**src/rtl/cpu8_pkg.sv**
```systemverilog
package cpu8_pkg;
  localparam int WORD_W = 8;
  localparam int INSN_W = 16;
  localparam int NREG   = 4;
  localparam int RIDX_W = $clog2(NREG);
  localparam int OP_W   = 5;

  typedef enum logic [1:0] {
    PH_HI = 2'b00,
    PH_LO = 2'b01,
    PH_EX = 2'b10
  } phase_e;

  typedef struct packed {
    logic z;
    logic o;
    logic c;
    logic s;
  } flags_t;

  localparam logic [2:0] CL_MOVE = 3'b000;
  localparam logic [2:0] CL_ALU2 = 3'b001;
  localparam logic [2:0] CL_ALUX = 3'b010;
  localparam logic [2:0] CL_ALU1 = 3'b011;
  localparam logic [2:0] CL_JUMP = 3'b101;
  localparam logic [2:0] CL_PORT = 3'b110;
endpackage

```
**src/rtl/cpu8_phase_seq.sv**
```systemverilog
module cpu8_phase_seq
  import cpu8_pkg::*;
(
  input  logic   clk,
  input  logic   rst,
  output phase_e phase
);
  always_ff @(posedge clk) begin
    if (rst) phase <= PH_HI;
    else begin
      case (phase)
        PH_HI:   phase <= PH_LO;
        PH_LO:   phase <= PH_EX;
        default: phase <= PH_HI;
      endcase
    end
  end


  ex_wraps_chk: assert property (@(posedge clk) disable iff (rst)
    phase == PH_EX |=> phase == PH_HI);

  lo_follows_hi_chk: assert property (@(posedge clk) disable iff (rst)
    phase == PH_HI |=> phase == PH_LO);
endmodule

```
**src/rtl/cpu8_regfile.sv**
```systemverilog
module cpu8_regfile #(
  parameter int N_ENT = 4,
  parameter int W     = 8,
  localparam int SW   = $clog2(N_ENT)
) (
  input  logic               clk,
  input  logic               rst,
  input  logic               we,
  input  logic [SW-1:0]      wsel,
  input  logic [W-1:0]       wdata,
  input  logic [SW-1:0]      rsel_a,
  input  logic [SW-1:0]      rsel_b,
  output logic [W-1:0]       rdata_a,
  output logic [W-1:0]       rdata_b,
  output logic [N_ENT*W-1:0] flat
);
  logic [W-1:0] ent [N_ENT];

  always_ff @(posedge clk) begin
    for (int i = 0; i < N_ENT; i++) begin
      if (rst) ent[i] <= '0;
      else if (we && wsel == SW'(i)) ent[i] <= wdata;
    end
  end

  assign rdata_a = ent[rsel_a];
  assign rdata_b = ent[rsel_b];

  for (genvar g = 0; g < N_ENT; g++) begin : g_flat
    assign flat[g*W +: W] = ent[g];
  end


  no_write_hold_chk: assert property (@(posedge clk) disable iff (rst)
    !we |=> $stable(flat));
endmodule

```
**src/rtl/cpu8_alu.sv**
```systemverilog
module cpu8_alu
  import cpu8_pkg::*;
#(
  parameter int W = 8
) (
  input  logic [OP_W-1:0] op,
  input  logic [W-1:0]    a,
  input  logic [W-1:0]    b,
  output logic [W-1:0]    y,
  output flags_t          f
);
  logic [W:0] diff;
  assign diff = {1'b0, a} - {1'b0, b};

  always_comb begin
    y = '0;
    if (op[4:3] == 2'b01) begin
      case (op[1:0])
        2'b00:   y = a + b;
        2'b01:   y = diff[W-1:0];
        2'b10:   y = a & b;
        default: y = a | b;
      endcase
    end else if (op[4:3] == 2'b10 && op[1:0] == 2'b00) begin
      y = a ^ b;
    end else begin
      case (op)
        5'b11000: y = ~a;
        5'b11001: y = {1'b0, a[W-1:1]};
        5'b11010: y = {a[0], a[W-1:1]};
        5'b11011: y = {a[W-1], a[W-1:1]};
        5'b11100: y = {a[W-2:0], a[W-1]};
        default:  y = '0;
      endcase
    end
  end

  assign f.s = diff[W-1];
  assign f.c = diff[W];
  assign f.z = ~|diff[W-1:0];
  assign f.o = (~a[W-1] & b[W-1] & diff[W-1]) | (a[W-1] & ~b[W-1] & ~diff[W-1]);
endmodule

```
**src/rtl/tri_phase_cpu8.sv**
```systemverilog
module tri_phase_cpu8
  import cpu8_pkg::*;
#(
  parameter int ADDR_W = 5
) (
  input  logic                   clk,
  input  logic                   rst,
  output logic                   mem_wr_en,
  output logic [ADDR_W-1:0]      mem_addr,
  output logic [WORD_W-1:0]      mem_wdata,
  input  logic [WORD_W-1:0]      mem_rdata,
  input  logic [WORD_W-1:0]      io_in,
  output logic [WORD_W-1:0]      io_out,
  output logic [NREG*WORD_W-1:0] dbg_regs,
  output logic [INSN_W-1:0]      dbg_insn,
  output logic [1:0]             dbg_phase,
  output logic [3:0]             dbg_flags
);
  phase_e            phase;
  logic [INSN_W-1:0] insn;
  logic [ADDR_W-1:0] ip;
  flags_t            flags, alu_f;
  logic [WORD_W-1:0] dst_val, src_val, operand, alu_y, wdata;
  logic [2:0]        cls;
  logic [1:0]        sub;
  logic              exec, is_move, is_alu, is_cmp, is_jump, is_in, is_out;
  logic              is_load, is_store, reg_we, cond_ok;

  cpu8_phase_seq u_seq (.clk(clk), .rst(rst), .phase(phase));

  always_ff @(posedge clk) begin
    if (rst) insn <= '0;
    else if (phase == PH_HI) insn[15:8] <= mem_rdata;
    else if (phase == PH_LO) insn[7:0] <= mem_rdata;
  end

  assign exec     = (phase == PH_EX);
  assign cls      = insn[15:13];
  assign sub      = insn[11:10];
  assign is_move  = (cls == CL_MOVE);
  assign is_alu   = (cls == CL_ALU2) || (cls == CL_ALUX) || (cls == CL_ALU1);
  assign is_cmp   = (cls == CL_ALUX) && (sub == 2'b01);
  assign is_jump  = (cls == CL_JUMP);
  assign is_in    = (cls == CL_PORT) && (sub == 2'b01);
  assign is_out   = (cls == CL_PORT) && (sub == 2'b00);
  assign is_load  = is_move && (sub == 2'b01);
  assign is_store = is_move && (sub == 2'b10);

  cpu8_regfile #(.N_ENT(NREG), .W(WORD_W)) u_rf (
    .clk(clk), .rst(rst), .we(reg_we), .wsel(insn[9:8]), .wdata(wdata),
    .rsel_a(insn[9:8]), .rsel_b(insn[1:0]),
    .rdata_a(dst_val), .rdata_b(src_val), .flat(dbg_regs));

  assign operand = insn[12] ? insn[7:0] : src_val;

  cpu8_alu #(.W(WORD_W)) u_alu (
    .op(insn[14:10]), .a(dst_val), .b(operand), .y(alu_y), .f(alu_f));

  assign reg_we = exec && ((is_move && !is_store) || (is_alu && !is_cmp) || is_in);

  always_comb begin
    if (is_load)      wdata = mem_rdata;
    else if (is_move) wdata = operand;
    else if (is_in)   wdata = io_in;
    else              wdata = alu_y;
  end

  assign mem_wdata = wdata;
  assign mem_wr_en = exec && is_store;

  always_comb begin
    if (!exec) mem_addr = ip;
    else begin
      case (insn[15:10])
        6'b000001:         mem_addr = src_val[ADDR_W-1:0];
        6'b000101:         mem_addr = insn[ADDR_W-1:0];
        6'b000010,
        6'b000110:         mem_addr = dst_val[ADDR_W-1:0];
        default:           mem_addr = '0;
      endcase
    end
  end

  always_comb begin
    case (insn[11:8])
      4'b0000: cond_ok = 1'b1;
      4'b0001: cond_ok = flags.z;
      4'b1001: cond_ok = !flags.z;
      4'b0010: cond_ok = !flags.z && !flags.c;
      4'b1011: cond_ok = !flags.z && flags.c;
      default: cond_ok = 1'b0;
    endcase
  end

  always_ff @(posedge clk) begin
    if (rst) begin
      ip     <= '0;
      flags  <= '0;
      io_out <= '0;
    end else begin
      if (!exec) ip <= ip + ADDR_W'(1);
      else if (is_jump && cond_ok) ip <= operand[ADDR_W-1:0];
      if (exec && is_cmp) flags <= alu_f;
      if (exec && is_out) io_out <= operand;
    end
  end

  assign dbg_insn  = insn;
  assign dbg_phase = phase;
  assign dbg_flags = flags;


  fetch_step_chk: assert property (@(posedge clk) disable iff (rst)
    phase != PH_EX |=> ip == $past(ip) + ADDR_W'(1));

  upper_byte_hold_chk: assert property (@(posedge clk) disable iff (rst)
    phase != PH_HI |=> $stable(insn[15:8]));

  no_jump_hold_chk: assert property (@(posedge clk) disable iff (rst)
    (phase == PH_EX && insn[15:13] != CL_JUMP) |=> ip == $past(ip));

  flags_fetch_hold_chk: assert property (@(posedge clk) disable iff (rst)
    phase != PH_EX |=> $stable(dbg_flags));

  store_in_exec_chk: assert property (@(posedge clk) disable iff (rst)
    mem_wr_en |-> phase == PH_EX);

  port_fetch_hold_chk: assert property (@(posedge clk) disable iff (rst)
    phase != PH_EX |=> $stable(io_out));
endmodule

```
**config.mk**
```make
export PLATFORM = sky130hd
export DESIGN_NAME = tri_phase_cpu8
export DESIGN_NICKNAME = d
export VERILOG_FILES = /design/src/rtl/cpu8_pkg.sv /design/src/rtl/cpu8_phase_seq.sv /design/src/rtl/cpu8_regfile.sv /design/src/rtl/cpu8_alu.sv /design/src/rtl/tri_phase_cpu8.sv
export SDC_FILE = /design/constraint.sdc
export NUM_CORES = 1
export LEC_CHECK = 0
export CORE_UTILIZATION = 45
export DETAILED_ROUTE_END_ITERATION = 10
export PLACE_DENSITY = 0.73
export SYNTH_ARGS = -nofsm -noshare
export SYNTH_HDL_FRONTEND = slang
export SYNTH_HIERARCHICAL = 1
export SYNTH_SLANG_ARGS = --single-unit
```
**constraint.sdc**
```tcl
create_clock -name clk -period 4 [get_ports clk]
set_input_delay 0.8 -clock clk [delete_from_list [all_inputs] [get_ports clk]]
set_output_delay 0.8 -clock clk [all_outputs]
set_load 0.005 [all_outputs]
```
# Word level (Yosys, flattened, before mapping)
# Memory sizes are Yosys's and may differ from the RTL's. A register that Yosys moved wholly into a read port is not among the register bits.
# Index checks and enable logic that the tools add are counted.
# W data, S select, Z words.
[totals]
latchBits = 0
memories = 1
mem_bits_ro = 0
ff_bits = 35
ramBits = 32
[op_classes]
bitwise_logic = 17
n_reduce_logical = 36
mul = 0
n_shift = 0
eq_ne = 28
n_addsub = 3
mux = 36
n_lt_le_gt_ge = 0
n_div = 0
[mem_list]
columns = ["memory", "depth", "word_bits", "read_ports", "rd_ports_with_merged_regs", "wr", "line", "rtl"]
rows = [
  ["u_rf.ent", 4, 8, 6, 2, 4, "cpu8_regfile.sv:17", "logic [W-1:0] ent [N_ENT];"],
]
[op_table]
columns = ["op", "count"]
rows = [
  ["$mux W8", 10],
  ["$pmux W8 S5", 1],
  ["$eq A5 B5 Y1 const B", 5],
  ["$pmux W8 S3", 1],
  ["$logic_and A1 B1 Y1", 19],
  ["$mux W5", 3],
  ["$pmux W5 S3", 1],
  ["$mux W1", 14],
  ["$eq A6 B3 Y1 const B", 2],
  ["$eq A2 B2 Y1 const B", 5],
  ["$sub A8 B8 Y9", 1],
  ["$add A8 B8 Y8", 1],
  ["$and A8 B8 Y8", 1],
  ["$eq A2 B1 Y1 const B", 4],
  ["$eq A4 B4 Y1 const B", 2],
  ["$mux W2", 4],
  ["$not A8 Y8", 1],
  ["$or A8 B8 Y8", 1],
  ["$reduce_or A8 Y1", 1],
  ["$xor A8 B8 Y8", 1],
  ["$eq A3 B2 Y1 const B", 2],
  ["$eq A3 B3 Y1 const B", 2],
  ["$eq A6 B1 Y1 const B", 1],
  ["$eq A6 B2 Y1 const B", 1],
  ["other kinds (17)", 36],
]

# Logic depth before layout (Yosys ltp)
# Gate-level depths: netlist (run 1).
[logic_depth]
depth_word = 12
ltp_mapped = 16

# Modules after synthesis
# The synthesis (run 1) kept the hierarchy.
[modules_own_cells]
columns = ["mod", "n_inst", "cells_per_inst", "area_per_inst_um2"]
rows = [
  ["tri_phase_cpu8", 1, 233, 1928.1],
  ["cpu8_regfile", 1, 106, 1614.0],
  ["cpu8_alu", 1, 218, 1510.2],
  ["cpu8_phase_seq", 1, 4, 62.6],
]

# Worst setup path after synthesis (run 1)
# Ideal clock, no wire load.
[synth_timing]
kind = "reg-to-output"
start = "register insn[0], in the netlist dbg_insn[0]"
end = "output mem_wdata[6]"
slack_ns = -0.188
n_path_buf = 1
path_stages_with_launch = 14
t_required_ns = 3.200
arrival_ns = 3.388
cell_sequence = "dfxtp_1 > buf_6 > mux4_2 > mux2i_1 > inv_1 > ha_1 > fa_1 > or2_4 > a221oi_4 > mux2_4 > o21ai_2 > a221o_1 > mux2i_1 > mux2i_1"
[synth_between]
elab_chain_len = 7
elab_cells_between_ends = 8
[synth_lines]
columns = ["element", "line", "rtl"]
rows = [
  ["start: declaration", "tri_phase_cpu8.sv:20", "logic [INSN_W-1:0] insn;"],
  ["start signal: assignment", "tri_phase_cpu8.sv:34", "else if (phase == PH_LO) insn[7:0] <= mem_rdata;"],
  ["$mux W8 (*)", "tri_phase_cpu8.sv:54", "assign operand = insn[12] ? insn[7:0] : src_val;"],
  ["net operand[0]", "tri_phase_cpu8.sv:23", "logic [WORD_W-1:0] dst_val, src_val, operand, alu_y, wdata;"],
  ["$sub A8 B8 Y9 / $add A8 B8 Y8 (equally long branches)", "cpu8_alu.sv:13, cpu8_alu.sv:19", ""],
  ["$pmux W8 S3 (*)", "cpu8_alu.sv:18", "case (op[1:0])"],
  ["$mux W8 (*)", "cpu8_alu.sv:17", "if (op[4:3] == 2'b01) begin"],
  ["net alu_y[6]", "tri_phase_cpu8.sv:23", ""],
  ["$mux W8 (*)", "tri_phase_cpu8.sv:64", "else if (is_in) wdata = io_in;"],
  ["$mux W8 (*)", "tri_phase_cpu8.sv:63", "else if (is_move) wdata = operand;"],
  ["$mux W8 (*)", "tri_phase_cpu8.sv:62", "if (is_load) wdata = mem_rdata;"],
  ["end: declaration", "tri_phase_cpu8.sv:10", "output logic [WORD_W-1:0] mem_wdata,"],
]
# The timed path passes the listed nets; every way through them passes the cells marked *.

==> results.json, run 1 <==
{
  "status": "finished, violations left",
  "failed_checks": "setup timing",
  "finalNetCount": 813,
  "synthTopCellsByArea": "edfxtp_1 19%, dfxtp_1 14%, mux4_2 7.5%",
  "cp-startpoint": "u_rf/ent[3][0]$_SDFFCE_PN0P_",
  "min_path_type": "reg -> reg",
  "grt_pass1_wl_um": 28600,
  "p_sw_share_pct": 32.8,
  "drt-total-wl_um": 18600,
  "yosysSeqAreaShare_pct": 32.5,
  "hold_start": "io_out[1]$_SDFFE_PP0P_",
  "num_rows": 38,
  "seqPwrFrac_pct": 27.9,
  "drtAntennaViolNets": 0,
  "core_area_um2": 10900,
  "cts_hold_buf": 0,
  "postSynth.asyncResetShare_pct": 0,
  "vias_per_cell": 5.94,
  "critical_path_class": "reg -> out",
  "ys_ff_latch": 67,
  "slew_violations": 0,
  "post_drt_wl_per_cell_um": 20.4,
  "p_int_mw": 1.93,
  "register_area_um2": 1670,
  "drt_iter0_drc": 352,
  "cts-root-buf": "clkbuf_16",
  "cts_tree": "done",
  "antenna_found_initial": 0,
  "yosysTopAreaCellShare_pct": 18.8,
  "via_count": 5419,
  "p_leak_nw": 3.15,
  "drc": 0,
  "fin_crit_ns": 4.46,
  "final_util_pct": 69.7,
  "path_clk_slew_ns": 0.06,
  "track_usage_pct": 32.2,
  "power_density_nw_per_um2": 376,
  "area.growth.synth_to_final_pct": 49.1,
  "skew_ns": 0.00792,
  "grt_max_degree": 26,
  "ys.flop_type": "dfxtp_1",
  "cts_max_path_buffers": 2,
  "clockPowerShare_pct": 30.0,
  "finalSetupViolCount": 7,
  "synth_nets": 607,
  "boundaryPins": 94,
  "yosysUniqueCellTypes": 70,
  "die_h_um": 109,
  "insertion_delay_ns": 0.33,
  "firstDrtPassIters": 6,
  "portBuffers": 93,
  "cp-end-kind": "output pin",
  "cap_violations": 0,
  "yosysMostFrequentCell": "nor2_1",
  "synth_top_area_cell": "edfxtp_1",
  "worstReg2RegStart": "u_rf/ent[3][0]$_SDFFCE_PN0P_",
  "final_hold_viol_count": 0,
  "start_kind": "flop",
  "gp_congestion": 0.974,
  "timing.final.crit_share_pct": 112,
  "postSynthCellCount": 561,
  "dp_hpwl_um": 13800,
  "antenna_cells": 0,
  "arrival_ns": 3.66,
  "ys_warn_count": 6,
  "power_frac_comb_pct": 42.1,
  "syn_area_per_cell_um2": 9.12,
  "ys_top_cells_by_count": "81 x nor2_1, 38 x nand2_1, 37 x inv_1",
  "start_util_pct": 46.8,
  "fmax_ghz": 0.224,
  "rsz0062_at_grt": "yes",
  "grt_overflow_total": 0,
  "cts_buffers": 9,
  "switchingPower_mw": 0.942,
  "required_ns": 3.20,
  "die_width_um": 109,
  "syn-cell-area_um2": 5110,
  "drive_gt1_share_pct": 31.0,
  "cts.sinks": 67,
  "fin_ws_ns": -0.464,
  "synth_edf_count": 32,
  "htreeDepth": 3,
  "num-fill-cells": 816,
  "worstMarginPinSlew_ns": 0.983,
  "cp_max_fo": 3,
  "die_area_um2": 11800,
  "irDropWorstVdd_mv": 0.352,
  "relSlewSlack_pct": 34.3,
  "first_global_vias": 5377,
  "dp_slack_ns": -0.539,
  "multiInputGateArea_um2": 3360
}
[through the flow]
step	hold WS (ns)	TNS, ns	std cells	instance area (um^2)	total power [mW]
after floorplan	0.484	-0.0104	561	5150	1.35
after global placement	0.489	-2.32	878	6970	1.83
after detailed placement	0.498	-2.46	878	6970	1.86
after CTS	0.506	-2.04	906	7500	2.80
after global routing	0.537	-2.80	912	7630	2.98
final	0.500	-1.97	912	7630	2.87
[final timing paths]
check / end / slack [ns] / cells after the start
worst max-delay path: mem_wdata[6] / -0.46 / 13
worst min-delay path: io_out[1]$_SDFFE_PP0P_ / 0.50 / 2
worst max register to register: u_rf/ent[0][2]$_SDFFCE_PN0P_ / 0.18 / 19
worst min register to register: io_out[1]$_SDFFE_PP0P_ / 0.50 / 2
[routing by layer]
layer	wire length, um	vias to the layer above	GRT usage (%)	part of all wire, %
met3	1330	57	5.08	7.2
met4	792	0	16.3	4.3
met2	9090	283	54.6	49
met1	7380	2611	39.6	40
li1	-	2468	-	-
met5	0	-	0	0
[layout by cell type, fill, tap and decap left out, types with 5 or more instances in the layout]
master	n
nand3b_1	12
nor2_1	80
buf_4	129
clkbuf_16	9
inv_2	6
clkdlybuf4s50_1	85
a31oi_1	5
o21bai_1	5
nand3_1	8
o21ai_0	30
nand2_1	38
o21ai_1	6
nor3_1	8
a211oi_1	13
nand2b_1	11
o211ai_1	8
edfxtp_1	32
inv_1	29
mux2i_2	5
a21oi_1	28
ha_4	5
mux2i_1	28
buf_2	7
ha_1	18
a221oi_1	7
mux4_2	17
buf_6	7
dfxtp_1	33
[repair_timing]
action                     in CTS  in global routing
setup buffers                  12                  7
setup endpoints to repair       7                 12
pin swaps                      15                 14
gates resized for setup        63                 27
[logic make-up after synthesis]
group | synth area share [%]
AO/OA/AOI/OAI | 19.6
XOR/XNOR | 0.685
adder cells (fa/ha/maj) | 7.14
buffers and inverters | 6.34
flip-flops | 32.5
multiplexers | 14.9
AND/OR/NAND/NOR | 18.8
[registers in the layout, indices dropped and copies added, names as in the netlist]
name / cells
dbg_insn: 16
u_seq/phase: 2
u_rf/ent: 32
ip: 5
dbg_flags: 4
io_out: 8
[power by group through the flow]
stage	registers, mW	logic [mW]	clock network, mW
after global routing	0.803	1.28	0.896
after floorplan	0.797	0.558	0
after CTS	0.797	1.13	0.866
final	0.799	1.21	0.861
after global placement	0.807	1.03	0
after detailed placement	0.809	1.05	0
[critical path, cell delays in order (launching register included)]
cell	delay, ns
edfxtp_1	0.39
mux4_2	0.51
mux2i_4	0.20
inv_2	0.09
ha_4	0.17
fa_2	0.34
or2_4	0.27
a221oi_4	0.27
mux2_4	0.34
o21ai_2	0.12
a221o_1	0.20
mux2i_1	0.09
mux2i_1	0.19
buf_2	0.15
[final cells by class]
class	instances	share of cell area, %
Clock buffer	12	3.23
Clock inverter	4	0.968
Inverter	37	1.89
Multi-Input combinational cell	422	44.1
Sequential cell	67	21.9
Tap cell	140	2.30
Timing Repair Buffer	230	25.7
No activity file was read; power rests on OpenSTA's default activity.
==> run 2: changes to the inputs <==
--- a/config.mk
+++ b/config.mk
@@ -5,6 +5,7 @@
 export SDC_FILE = /design/constraint.sdc
 export NUM_CORES = 1
 export LEC_CHECK = 0
+export ABC_CLOCK_PERIOD_IN_PS = 4000
 export CORE_UTILIZATION = 45
 export DETAILED_ROUTE_END_ITERATION = 10
 export PLACE_DENSITY = 0.73
==> results of run 2 <==
The final DEF is identical to that of run 1; final timing and power are the same.
==> run 3: changes to the inputs <==
--- a/config.mk
+++ b/config.mk
@@ -8,6 +8,7 @@
 export ABC_CLOCK_PERIOD_IN_PS = 4000
 export CORE_UTILIZATION = 45
 export DETAILED_ROUTE_END_ITERATION = 10
+export MAX_ROUTING_LAYER = met4
 export PLACE_DENSITY = 0.73
 export SYNTH_ARGS = -nofsm -noshare
 export SYNTH_HDL_FRONTEND = slang
==> run 3 against run 2 <==
Effect of this change:
- the flow still finishes with violations (setup timing)
- via count fell by 1.1%
- power decreased by 0.99%
- register-to-register slack got worse by 0.04 ns
- core utilization rose by 0.88 points
==> results.json, run 3 (same netlist as run 1, synthesis figures left out) <==
{
  "status": "finished, violations left",
  "failed_checks": "setup timing",
  "irDropWorstVdd_mv": 0.301,
  "cpMostUsedCell": "mux2i_1",
  "via_count": 5361,
  "crit_chain": "mux4_2 -> mux2i_4 -> inv_2 -> ha_4 -> fa_2 -> or2_4 -> a221oi_4 -> mux2_4 -> o21ai_2 -> a221o_1 -> mux2i_1 -> mux2i_1 -> buf_2",
  "crit_slowest_cell": "mux4_2",
  "critical_path_class": "reg -> out",
  "relSlewSlack_pct": 35.4,
  "portBuffers": 93,
  "die_h_um": 109,
  "drtAntennaViolNets": 0,
  "start_kind": "flop",
  "drt_iter0_drc": 310,
  "min_path_type": "reg -> reg",
  "grt_pass1_wl_um": 28600,
  "cp_max_fo": 3,
  "fmax_ghz": 0.224,
  "post_drt_wl_per_cell_um": 20.1,
  "cap_violations": 0,
  "power_density_nw_per_um2": 368,
  "final_hold_viol_count": 0,
  "drc": 0,
  "placed_area_um2": 6960,
  "register_area_um2": 1670,
  "final_cells": 914,
  "track_usage_pct": 33.4,
  "fin_ws_ns": -0.458,
  "gp_congestion": 0.930,
  "die_width_um": 109,
  "insertion_delay_ns": 0.34,
  "fin_crit_ns": 4.46,
  "finalNetCount": 815,
  "cp-end-kind": "output pin",
  "boundaryPins": 94,
  "antenna_found_initial": 0,
  "required_ns": 3.20,
  "vias_per_cell": 5.87,
  "first_global_vias": 5415,
  "area.growth.synth_to_final_pct": 51.0,
  "die_area_um2": 11800,
  "rsz0062_at_grt": "yes",
  "worstMarginPinSlew_ns": 0.967,
  "skew_ns": 0.00961,
  "drive_gt1_share_pct": 33.3,
  "tns_ns": -1.92,
  "drt-total-wl_um": 18400,
  "cpPeakStageDelay_ns": 0.51,
  "num-fill-cells": 811,
  "multiInputGateArea_um2": 3450,
  "final_util_pct": 70.6,
  "cts_tree": "done",
  "top_register": "u_rf/ent",
  "num_rows": 38,
  "layout_commonest_cell": "buf_4",
  "path_clk_slew_ns": 0.06,
  "fin_area_um2": 7720,
  "core_area_um2": 10900,
  "start_util_pct": 46.8,
  "htreeDepth": 3,
  "firstDrtPassIters": 7,
  "largest_register_ff_count": 32,
  "p_leak_nw": 3.14,
  "grt_overflow_total": 0,
  "dp_hpwl_um": 13800,
  "cts-root-buf": "clkbuf_16",
  "most-common-layout-cells": "127 x buf_4, 85 x clkdlybuf4s50_1, 80 x nor2_1",
  "dp_slack_ns": -0.578,
  "antenna_cells": 0,
  "slew_violations": 0,
  "placed_cells": 876,
  "timing.final.crit_share_pct": 111,
  "grt_max_degree": 39,
  "hold-worst-slack_ns": 0.498,
  "cts_buffers": 9,
  "cts_max_path_buffers": 2,
  "cts.sinks": 67,
  "finalSetupViolCount": 7,
  "p_total_mw": 2.84,
  "arrival_ns": 3.66
}
==> run 3: changes by cell type in the layout (fill, tap and decap cells not counted), sizes merged <==
cell,before,now
buf,144,146
clkbuf,13,11
clkinvlp,0,2
inv,37,39
bufinv,2,1
clkinv,2,1
==> run 3: worst paths after layout <==
kind                                              startpoint                           end  slack [ns]  depth (start not counted)
worst max-delay path            u_rf/ent[2][0]$_SDFFCE_PN0P_                  mem_wdata[6]       -0.46                         13
worst min-delay path               dbg_flags[0]$_SDFFE_PP0P_     dbg_flags[0]$_SDFFE_PP0P_        0.50                          2
worst max register to register  u_rf/ent[2][0]$_SDFFCE_PN0P_  u_rf/ent[0][1]$_SDFFCE_PN0P_        0.14                         16
worst min register to register     dbg_flags[0]$_SDFFE_PP0P_     dbg_flags[0]$_SDFFE_PP0P_        0.50                          2
==> run 3: cell type report <==
| cell class | count | share of cell area (%) |
|---|---|---|
| repair buffers | 232 | 25.8 |
| clock inverters | 6 | 0.843 |
| inverters | 37 | 1.83 |
| multi-input cells | 422 | 44.7 |
| well taps | 140 | 2.27 |
| flip-flops and latches | 67 | 21.6 |
| clock buffers | 10 | 2.97 |
==> run 3: routing by layer <==
metal	vias up	part of all wire, %	track usage, %
met4	0	3.8	14.9
met2	245	49	55.2
met5	-	0	-
met3	56	6.1	6.81
li1	2465	-	-
met1	2595	41	39.3
==> run 3: timing repair <==
item | 4_1_cts | 5_1_grt
hold buffers | 0 | 0
pin swaps | 22 | 23
setup buffers | 29 | 9
setup endpoints to repair | 8 | 16
resized for setup | 98 | 24
==> run 3: worst max-delay path: cells and delay by family (launching register included) <==
kind                     cells  cell delay (ns)
flip-flops                   1             0.41
AND/OR/NAND/NOR              1             0.26
AO/OA/AOI/OAI                3             0.58
multiplexers                 5             1.32
buffers and inverters        2             0.25
adder cells (fa/ha/maj)      2             0.51
==> run 3: power breakdown <==
part / internal (mW) / switching [mW] / total, mW
Sequential: 0.750 / 0.0460 / 0.796
Clock: 0.484 / 0.307 / 0.791
Combinational: 0.640 / 0.614 / 1.25
